===== config.mk =====
export PLATFORM = sky130hd
export DESIGN_NAME = dual_cmp_timer
export DESIGN_NICKNAME = d
export VERILOG_FILES = /design/src/rtl/dct_pkg.sv /design/src/rtl/dct_sync_edge.sv /design/src/rtl/dct_core.sv /design/src/rtl/dct_out.sv /design/src/rtl/dual_cmp_timer.sv
export SDC_FILE = /design/constraint.sdc
export NUM_CORES = 1
export LEC_CHECK = 0
export BUFFER_PORTS_ARGS = -buffer_cell sky130_fd_sc_hd__buf_2
export CORE_MARGIN = 2
export CORE_UTILIZATION = 50
export CTS_CLUSTER_DIAMETER = 60
export DETAILED_ROUTE_END_ITERATION = 6
export PLACE_DENSITY = 0.75
export SKIP_LAST_GASP = 1
export SYNTH_ARGS = -nofsm -noshare
export SYNTH_HDL_FRONTEND = slang
export SYNTH_SLANG_ARGS = --single-unit

===== constraint.sdc =====
create_clock -name clk -period 1.9 [get_ports clk]
set_clock_uncertainty 0.1 [all_clocks]
set_input_delay 0.19 -clock clk [delete_from_list [all_inputs] [get_ports clk]]
set_output_delay 0.19 -clock clk [all_outputs]
set_load 0.02 [all_outputs]

===== src/rtl/dct_pkg.sv =====
package dct_pkg;
  localparam int TW = 16;
  localparam int BIT_EN   = 15;
  localparam int BIT_GRD  = 14;
  localparam int BIT_INT  = 13;
  localparam int BIT_USEB = 12;
  localparam int BIT_EXT  = 2;
  localparam int BIT_ALT  = 1;
  localparam int BIT_CONT = 0;

  typedef enum logic [1:0] {
    SEL_CNT  = 2'd0,
    SEL_LIMA = 2'd1,
    SEL_LIMB = 2'd2,
    SEL_CTRL = 2'd3
  } dct_sel_e;

  function automatic logic cnt_hit(input logic [TW-1:0] c, input logic [TW-1:0] lim);
    return c == lim;
  endfunction

  function automatic logic [TW-1:0] cnt_step(input logic [TW-1:0] c, input logic hit);
    return hit ? '0 : c + TW'(1);
  endfunction

  function automatic logic pass_done(input logic alt, input logic useb);
    return alt ? useb : 1'b1;
  endfunction
endpackage


===== src/rtl/dct_sync_edge.sv =====
module dct_sync_edge #(
  parameter int STAGES = 2
) (
  input  logic clk,
  input  logic rst_n,
  input  logic async_in,
  output logic rise
);
  logic [STAGES-1:0] chain;
  logic              last_q;

  generate
    if (STAGES == 1) begin : g_one
      always_ff @(posedge clk or negedge rst_n)
        if (!rst_n) chain <= '0;
        else        chain <= async_in;
    end else begin : g_many
      always_ff @(posedge clk or negedge rst_n)
        if (!rst_n) chain <= '0;
        else        chain <= {chain[STAGES-2:0], async_in};
    end
  endgenerate

  always_ff @(posedge clk or negedge rst_n)
    if (!rst_n) last_q <= 1'b0;
    else        last_q <= chain[STAGES-1];

  assign rise = chain[STAGES-1] & ~last_q;

  // one transition yields exactly one advance strobe
  a_r10_single_strobe: assert property (@(posedge clk) disable iff (!rst_n)
    rise |=> !rise);
endmodule


===== src/rtl/dct_core.sv =====
module dct_core
  import dct_pkg::*;
(
  input  logic          clk,
  input  logic          rst_n,
  input  logic          tick,
  input  logic          load,
  input  logic [TW-1:0] load_val,
  input  logic [TW-1:0] lim_a,
  input  logic [TW-1:0] lim_b,
  input  logic          alt,
  input  logic          clr_useb,
  output logic [TW-1:0] cnt,
  output logic          useb,
  output logic          tc
);
  logic          hit;
  logic [TW-1:0] lim_act;

  assign lim_act = useb ? lim_b : lim_a;
  assign hit     = cnt_hit(cnt, lim_act);
  assign tc      = tick & hit & ~load;

  always_ff @(posedge clk or negedge rst_n)
    if (!rst_n)    cnt <= '0;
    else if (load) cnt <= load_val;
    else if (tick) cnt <= cnt_step(cnt, hit);

  always_ff @(posedge clk or negedge rst_n)
    if (!rst_n)          useb <= 1'b0;
    else if (clr_useb)   useb <= 1'b0;
    else if (tc && alt)  useb <= ~useb;

  a_r1_step: assert property (@(posedge clk) disable iff (!rst_n)
    (tick && !load && !hit) |=> cnt == $past(cnt) + TW'(1));
  a_r1_hold: assert property (@(posedge clk) disable iff (!rst_n)
    (!tick && !load) |=> $stable(cnt));
  a_r2_wrap: assert property (@(posedge clk) disable iff (!rst_n)
    tc |=> cnt == '0);
  a_r3_single_a_only: assert property (@(posedge clk) disable iff (!rst_n)
    (!alt && !useb) |=> !useb);
  a_r9_load: assert property (@(posedge clk) disable iff (!rst_n)
    load |=> cnt == $past(load_val));
endmodule


===== src/rtl/dct_out.sv =====
module dct_out (
  input  logic clk,
  input  logic rst_n,
  input  logic tc,
  input  logic int_en,
  input  logic alt,
  input  logic useb,
  output logic tmr_out,
  output logic irq
);
  logic pulse_q;

  always_ff @(posedge clk or negedge rst_n)
    if (!rst_n) begin
      pulse_q <= 1'b0;
      irq     <= 1'b0;
    end else begin
      pulse_q <= tc;
      irq     <= tc & int_en;
    end

  assign tmr_out = alt ? ~useb : ~pulse_q;

  a_r6_irq_from_event: assert property (@(posedge clk) disable iff (!rst_n)
    irq |-> $past(tc));
  a_r7_low_after_event: assert property (@(posedge clk) disable iff (!rst_n)
    (!alt && !tmr_out) |-> $past(tc));
endmodule


===== src/rtl/dual_cmp_timer.sv =====
module dual_cmp_timer
  import dct_pkg::*;
#(
  parameter int SYNC_STAGES = 2
) (
  input  logic          clk,
  input  logic          rst_n,
  input  logic          ext_evt,
  input  logic          wr_en,
  input  logic [1:0]    wr_sel,
  input  logic [TW-1:0] wr_data,
  output logic [TW-1:0] cnt_o,
  output logic [TW-1:0] ctrl_o,
  output logic          tmr_out,
  output logic          irq_o
);
  logic          en_q, int_q, ext_q, alt_q, cont_q;
  logic [TW-1:0] lim_a_q, lim_b_q;
  logic          wr_cnt, wr_lima, wr_limb, wr_ctrl;
  logic          ext_rise, tick, tc, useb, halt;

  assign wr_cnt  = wr_en && (wr_sel == SEL_CNT);
  assign wr_lima = wr_en && (wr_sel == SEL_LIMA);
  assign wr_limb = wr_en && (wr_sel == SEL_LIMB);
  assign wr_ctrl = wr_en && (wr_sel == SEL_CTRL);

  dct_sync_edge #(.STAGES(SYNC_STAGES)) u_sync (
    .clk(clk), .rst_n(rst_n), .async_in(ext_evt), .rise(ext_rise)
  );

  assign tick = en_q & (ext_q ? ext_rise : 1'b1);

  dct_core u_core (
    .clk(clk), .rst_n(rst_n), .tick(tick), .load(wr_cnt), .load_val(wr_data),
    .lim_a(lim_a_q), .lim_b(lim_b_q), .alt(alt_q), .clr_useb(wr_ctrl),
    .cnt(cnt_o), .useb(useb), .tc(tc)
  );

  assign halt = tc & ~cont_q & pass_done(alt_q, useb);

  always_ff @(posedge clk or negedge rst_n)
    if (!rst_n) begin
      lim_a_q <= '0;
      lim_b_q <= '0;
    end else begin
      if (wr_lima) lim_a_q <= wr_data;
      if (wr_limb) lim_b_q <= wr_data;
    end

  always_ff @(posedge clk or negedge rst_n)
    if (!rst_n) begin
      en_q <= 1'b0; int_q <= 1'b0; ext_q <= 1'b0; alt_q <= 1'b0; cont_q <= 1'b0;
    end else begin
      if (wr_ctrl) begin
        int_q  <= wr_data[BIT_INT];
        ext_q  <= wr_data[BIT_EXT];
        alt_q  <= wr_data[BIT_ALT];
        cont_q <= wr_data[BIT_CONT];
      end
      if (wr_ctrl && wr_data[BIT_GRD]) en_q <= wr_data[BIT_EN];
      else if (halt)                   en_q <= 1'b0;
    end

  always_comb begin
    ctrl_o           = '0;
    ctrl_o[BIT_EN]   = en_q;
    ctrl_o[BIT_INT]  = int_q;
    ctrl_o[BIT_USEB] = useb;
    ctrl_o[BIT_EXT]  = ext_q;
    ctrl_o[BIT_ALT]  = alt_q;
    ctrl_o[BIT_CONT] = cont_q;
  end

  dct_out u_out (
    .clk(clk), .rst_n(rst_n), .tc(tc), .int_en(int_q), .alt(alt_q),
    .useb(useb), .tmr_out(tmr_out), .irq(irq_o)
  );

  a_r4_halt: assert property (@(posedge clk) disable iff (!rst_n)
    (halt && !(wr_ctrl && wr_data[BIT_GRD])) |=> !en_q);
  a_r5_guarded_enable: assert property (@(posedge clk) disable iff (!rst_n)
    (!(wr_ctrl && wr_data[BIT_GRD]) && !halt) |=> en_q == $past(en_q));
  a_r5_guard_reads_zero: assert property (@(posedge clk) disable iff (!rst_n)
    ctrl_o[BIT_GRD] == 1'b0);
endmodule


### After elaboration in Yosys (flattened, before gate mapping)

Index checks and enable logic that the tools add are counted.
Widths: inputs -> output; s select.

* register bits: 59
* logic and storage cells: 51
* input port bits: 22
* output and inout bits: 34

* muxes and demuxes: 11
* add/sub/neg operators: 1
* bitwise gates (word level): 12
* reductions and logical operators: 10
* equality and inequality tests: 4

Operators with widths (count)
* $mux 16: 4
* $add 16x1->16 const B: 1
* $eq 16x16->1: 1
* $and 1x1->1: 7
* $mux 1: 7
* $logic_and 1x1->1: 6
* $reduce_bool 2->1: 3
* $not 1->1: 5
* $eq 2x2->1 const B: 2
* $eq 2x1->1 const B: 1
* $logic_not 2->1: 1

### Longest topological paths before layout

* depth in word-level cells: 10
* depth in mapped cells: 8
* depth with buffers taken out: 6

### Cells and area by module

From an unflattened synthesis, not the netlist that was laid out.

* cells, all modules: 287
* area total of the unflattened synthesis: 3206.8 µm²

By module, submodules not included
* dual_cmp_timer: cells each 107, instances 1, area an instance 1634.1 µm², seq. area each 925.9 µm²
* dct_core: cells each 172, instances 1, area an instance 1417.6 µm², seq. area each 425.4 µm²
* dct_sync_edge: cells each 4, instances 1, area an instance 88.8 µm², seq. area each 75.1 µm²
* dct_out: cells each 4, instances 1, area an instance 66.3 µm², seq. area each 50.0 µm²

### Worst setup path after synthesis

OpenSTA, ideal clock, no wires.

* kind: reg2reg
* start: register u_core.useb
* end: register u_core.useb
* period minus slack after synthesis: 2.011 ns
* cell stages (with the launch flop): 8
* setup time: 0.078 ns
* arrival: 1.834 ns
* path buffers: 1
* path slack: -0.111 ns
* data required time: 1.722 ns
* cell sequence: dfrtp_1 buf_4 mux2i_1 xnor2_1 nor4_1 nand4_1 or4_1 a21oi_1

* longest elaborated chain between the ends: 6
* elaborated cells between the ends (all ways): 9
* those cells by class: eq/ne (1); mux (3); bitwise (3); reduce/logical (2)

RTL lines
* start, declared: RTL line dct_core.sv:14 `output logic useb,`
* start signal, assigned: RTL line dct_core.sv:32 `else if (tc && alt) useb <= ~useb;`
* $mux 16: RTL line dct_core.sv:20 `assign lim_act = useb ? lim_b : lim_a;`
* $eq 16x16->1: RTL line dct_pkg.sv:19 `return c == lim;`
* $and 1x1->1 (2 in a row): RTL line dct_core.sv:22 `assign tc = tick & hit & ~load;`
* $logic_and 1x1->1: RTL line dct_core.sv:32
* $reduce_bool 2->1 (no source line)

Several ways; a longest one is shown, not always the timed one. The select of a mux whose other input is x is not followed.
A chain may end at the register's enable or synchronous reset.

### Final worst setup path

Same ends and word-level chain as after synthesis.

==> impl_metrics.json <==
{
  "clkTransAtPathRegs_ns": 0.06,
  "fin_nets": 394,
  "final_cells": 451,
  "grt_pass1_vias": 2389,
  "die_w_um": 82.4,
  "timing.rr.start": "u_core.useb",
  "hold_path_startpoint": "wr_data[6]",
  "yosysTopAreaCell": "dfrtp_1",
  "ys_seq_elements": 59,
  "yosysMostFrequentCell": "dfrtp_1",
  "viasPerCell": 5.40,
  "layout_min_cycle_time_ns": 2.24,
  "netlist_top_cells_area": "dfrtp_1 48%, mux2_2 12%, xnor2_1 6.3%",
  "cts.sinks": 59,
  "cp-endpoint": "u_core.useb",
  "detail-route-antenna-nets": 0,
  "clk_latency_ns": 0.34,
  "die_area_sq_um": 6790,
  "cts_buffer_depth": 2,
  "crit_required_ns": 2.07,
  "synth_flop_cell": "dfrtp_1",
  "max_cap_viol_count": 0,
  "gp_congestion": 0.834,
  "r2r_cells": 8,
  "setup_violations": 20,
  "power_density_nw_per_um2": 1050,
  "drt_iter0_markers": 200,
  "cts_root_buffer": "clkbuf_8",
  "grt_pass1_wl_um": 11300,
  "criticalPathCategory": "reg -> reg",
  "h-tree-depth": 3,
  "drc": 0,
  "grt_max_degree": 27,
  "rsz0062_at_grt": "yes",
  "start_util": 0.519,
  "grt_antenna_before_repair": 0,
  "avgSynthCellArea_sq_um": 10.7,
  "violations": "negative setup slack",
  "dp_hpwl_um": 5210,
  "r2r_end": "u_core.useb",
  "fp-row-count": 28,
  "r2r_slack_ns": -0.34,
  "synth_common_cells": "59 x dfrtp_1, 33 x nand2_1, 32 x mux2_2, 22 x xnor2_1",
  "finalCritPeriodShare": 1.18,
  "grt_overflow": 0,
  "setup_ws_ns": -0.341,
  "drv_slew": 0,
  "io_buffers": 45,
  "cts_made_buffers": 9,
  "place_ws_ns": -0.358,
  "yosysTopAreaCellShare": 0.481,
  "grtUsageMet3": 0.0500,
  "post_cts_buffers": 0,
  "core_sq_um": 5920,
  "crit_arrival_ns": 2.41,
  "final_util": 0.654,
  "hp-class": "in -> reg",
  "cp-start-kind": "flip-flop",
  "wl_per_cell_um": 16.1,
  "status": "finished with violations",
  "grtUsageMet1": 0.298,
  "drive_gt1_frac": 0.354,
  "syn-instance-count": 286,
  "synth_enable_flop_cells": 0,
  "synth.distinct_cells": 35,
  "finalPower_uw": 4060,
  "track_usage": 0.231,
  "worst_pin_slew_ns": 0.605,
  "yosys_warnings": 0,
  "cts_tree": "built",
  "slew_headroom": 0.597,
  "netlist_area_sq_um": 3070,
  "fill_cells": 477,
  "grt_busiest_layer": "met2",
  "endpoint_kind": "flip-flop",
  "peakVddDrop_mv": 0.657,
  "die_height_um": 82.4,
  "antenna_cells": 0,
  "use_met2": 0.358,
  "dr.pass1.iters": 4,
  "hold_viol": 0,
  "wirelength_um": 7270,
  "dpl.cell_count": 423,
  "syn_to_final_growth_pct": 26.1,
  "pin_count": 56,
  "vias": 2435,
  "critPathMaxFanout": 14,
  "fmax_ghz": 0.446,
  "p_leak_uw": 0.00169,
  "async_flop_share": 1.00,
  "ys_seq_area_frac": 0.481,
  "startpoint": "u_core.useb"
}
final cells by class:
class,instances,area [sq um],share of cell area
Sequential cell,59,1480,0.381
Timing Repair Buffer,93,627,0.162
Inverter,3,11.3,0.00291
Multi-Input combinational cell,205,1470,0.380
Clock inverter,1,5.00,0.00129
Clock buffer,15,186,0.0481
Tap cell,75,93.8,0.0242
worst min path at each step:
stage | endpoint | slack (ns) | cells after the start
final | u_core.cnt[6] | 0.01 | 3
after global routing | lim_b_q[11] | 0.02 | 2
after CTS | u_core.cnt[6] | 0.004 | 3
after detailed placement | lim_a_q[13] | 0.14 | 1
after global placement | lim_b_q[13] | 0.13 | 1
after floorplan | alt_q | -0.21 | 0
what timing repair did:
action / in CTS / in global routing
setup endpoints to repair: 20 / 20
endpoints found under the hold margin: 36 / 0
cloned: 0 / 0
hold buffers: 12 / 0
pin swaps: 2 / 1
gates resized for setup: 6 / 1
sequential cells by signal, indices dropped and copies added (netlist names), 2 cells and up:
name	cells
lim_b_q	16
u_core.cnt	16
u_sync.chain	2
lim_a_q	16
through the flow:
step	TNS, ns	hold WS (ns)	instance area (sq um)
detailed placement	-4.49	0.136	3530
floorplan	-0.408	-0.206	3120
finish	-4.03	0.0117	3870
global route	-7.24	0.0186	3870
CTS	-3.74	0.00405	3870
global placement	-4.11	0.128	3530
kinds of logic after synthesis:
family | count (synthesis) | synth area share
AO/OA/AOI/OAI | 29 | 0.0603
XOR/XNOR | 25 | 0.0713
adder cells (fa/ha/maj) | 1 | 0.00407
buffers and inverters | 31 | 0.0591
flip-flops | 59 | 0.481
multiplexers | 49 | 0.173
other | 1 | 0.00122
AND/OR/NAND/NOR | 91 | 0.151
per-layer routing:
metal  up-vias  routed length (um)  share of wire
li1       1157                   -              -
met1      1200                3230           0.44
met2        61                3620           0.50
met3        17                 279          0.038
met4         0                 131          0.018
met5         -                   0              0
critical path, cell delays in order (launching register included):
cell and delay, ns:
dfrtp_1 0.40, buf_8 0.20, mux2i_2 0.24, xnor2_1 0.08
nor4_1 0.32, nand4_1 0.13, buf_4 0.18, or4_1 0.39
a21oi_1 0.13
layout by cell type, fill, tap and decap left out, drive strengths merged, types with 10 or more instances in the layout:
master / count
nand2: 33
dfrtp: 59
clkbuf: 15
mux2: 32
dlygate4sd3: 12
nand3: 16
buf: 81
mux2i: 17
o31ai: 10
conb: 10
xnor2: 22
power breakdown:
group | internal [uW] | switching (uW) | leakage, uW
sequential | 1500 | 179 | 0.000699
combinational | 615 | 687 | 0.000894
clock | 615 | 471 | 0.0000997
total | 2730 | 1340 | 0.00169
No activity file was read; power rests on OpenSTA's default activity.
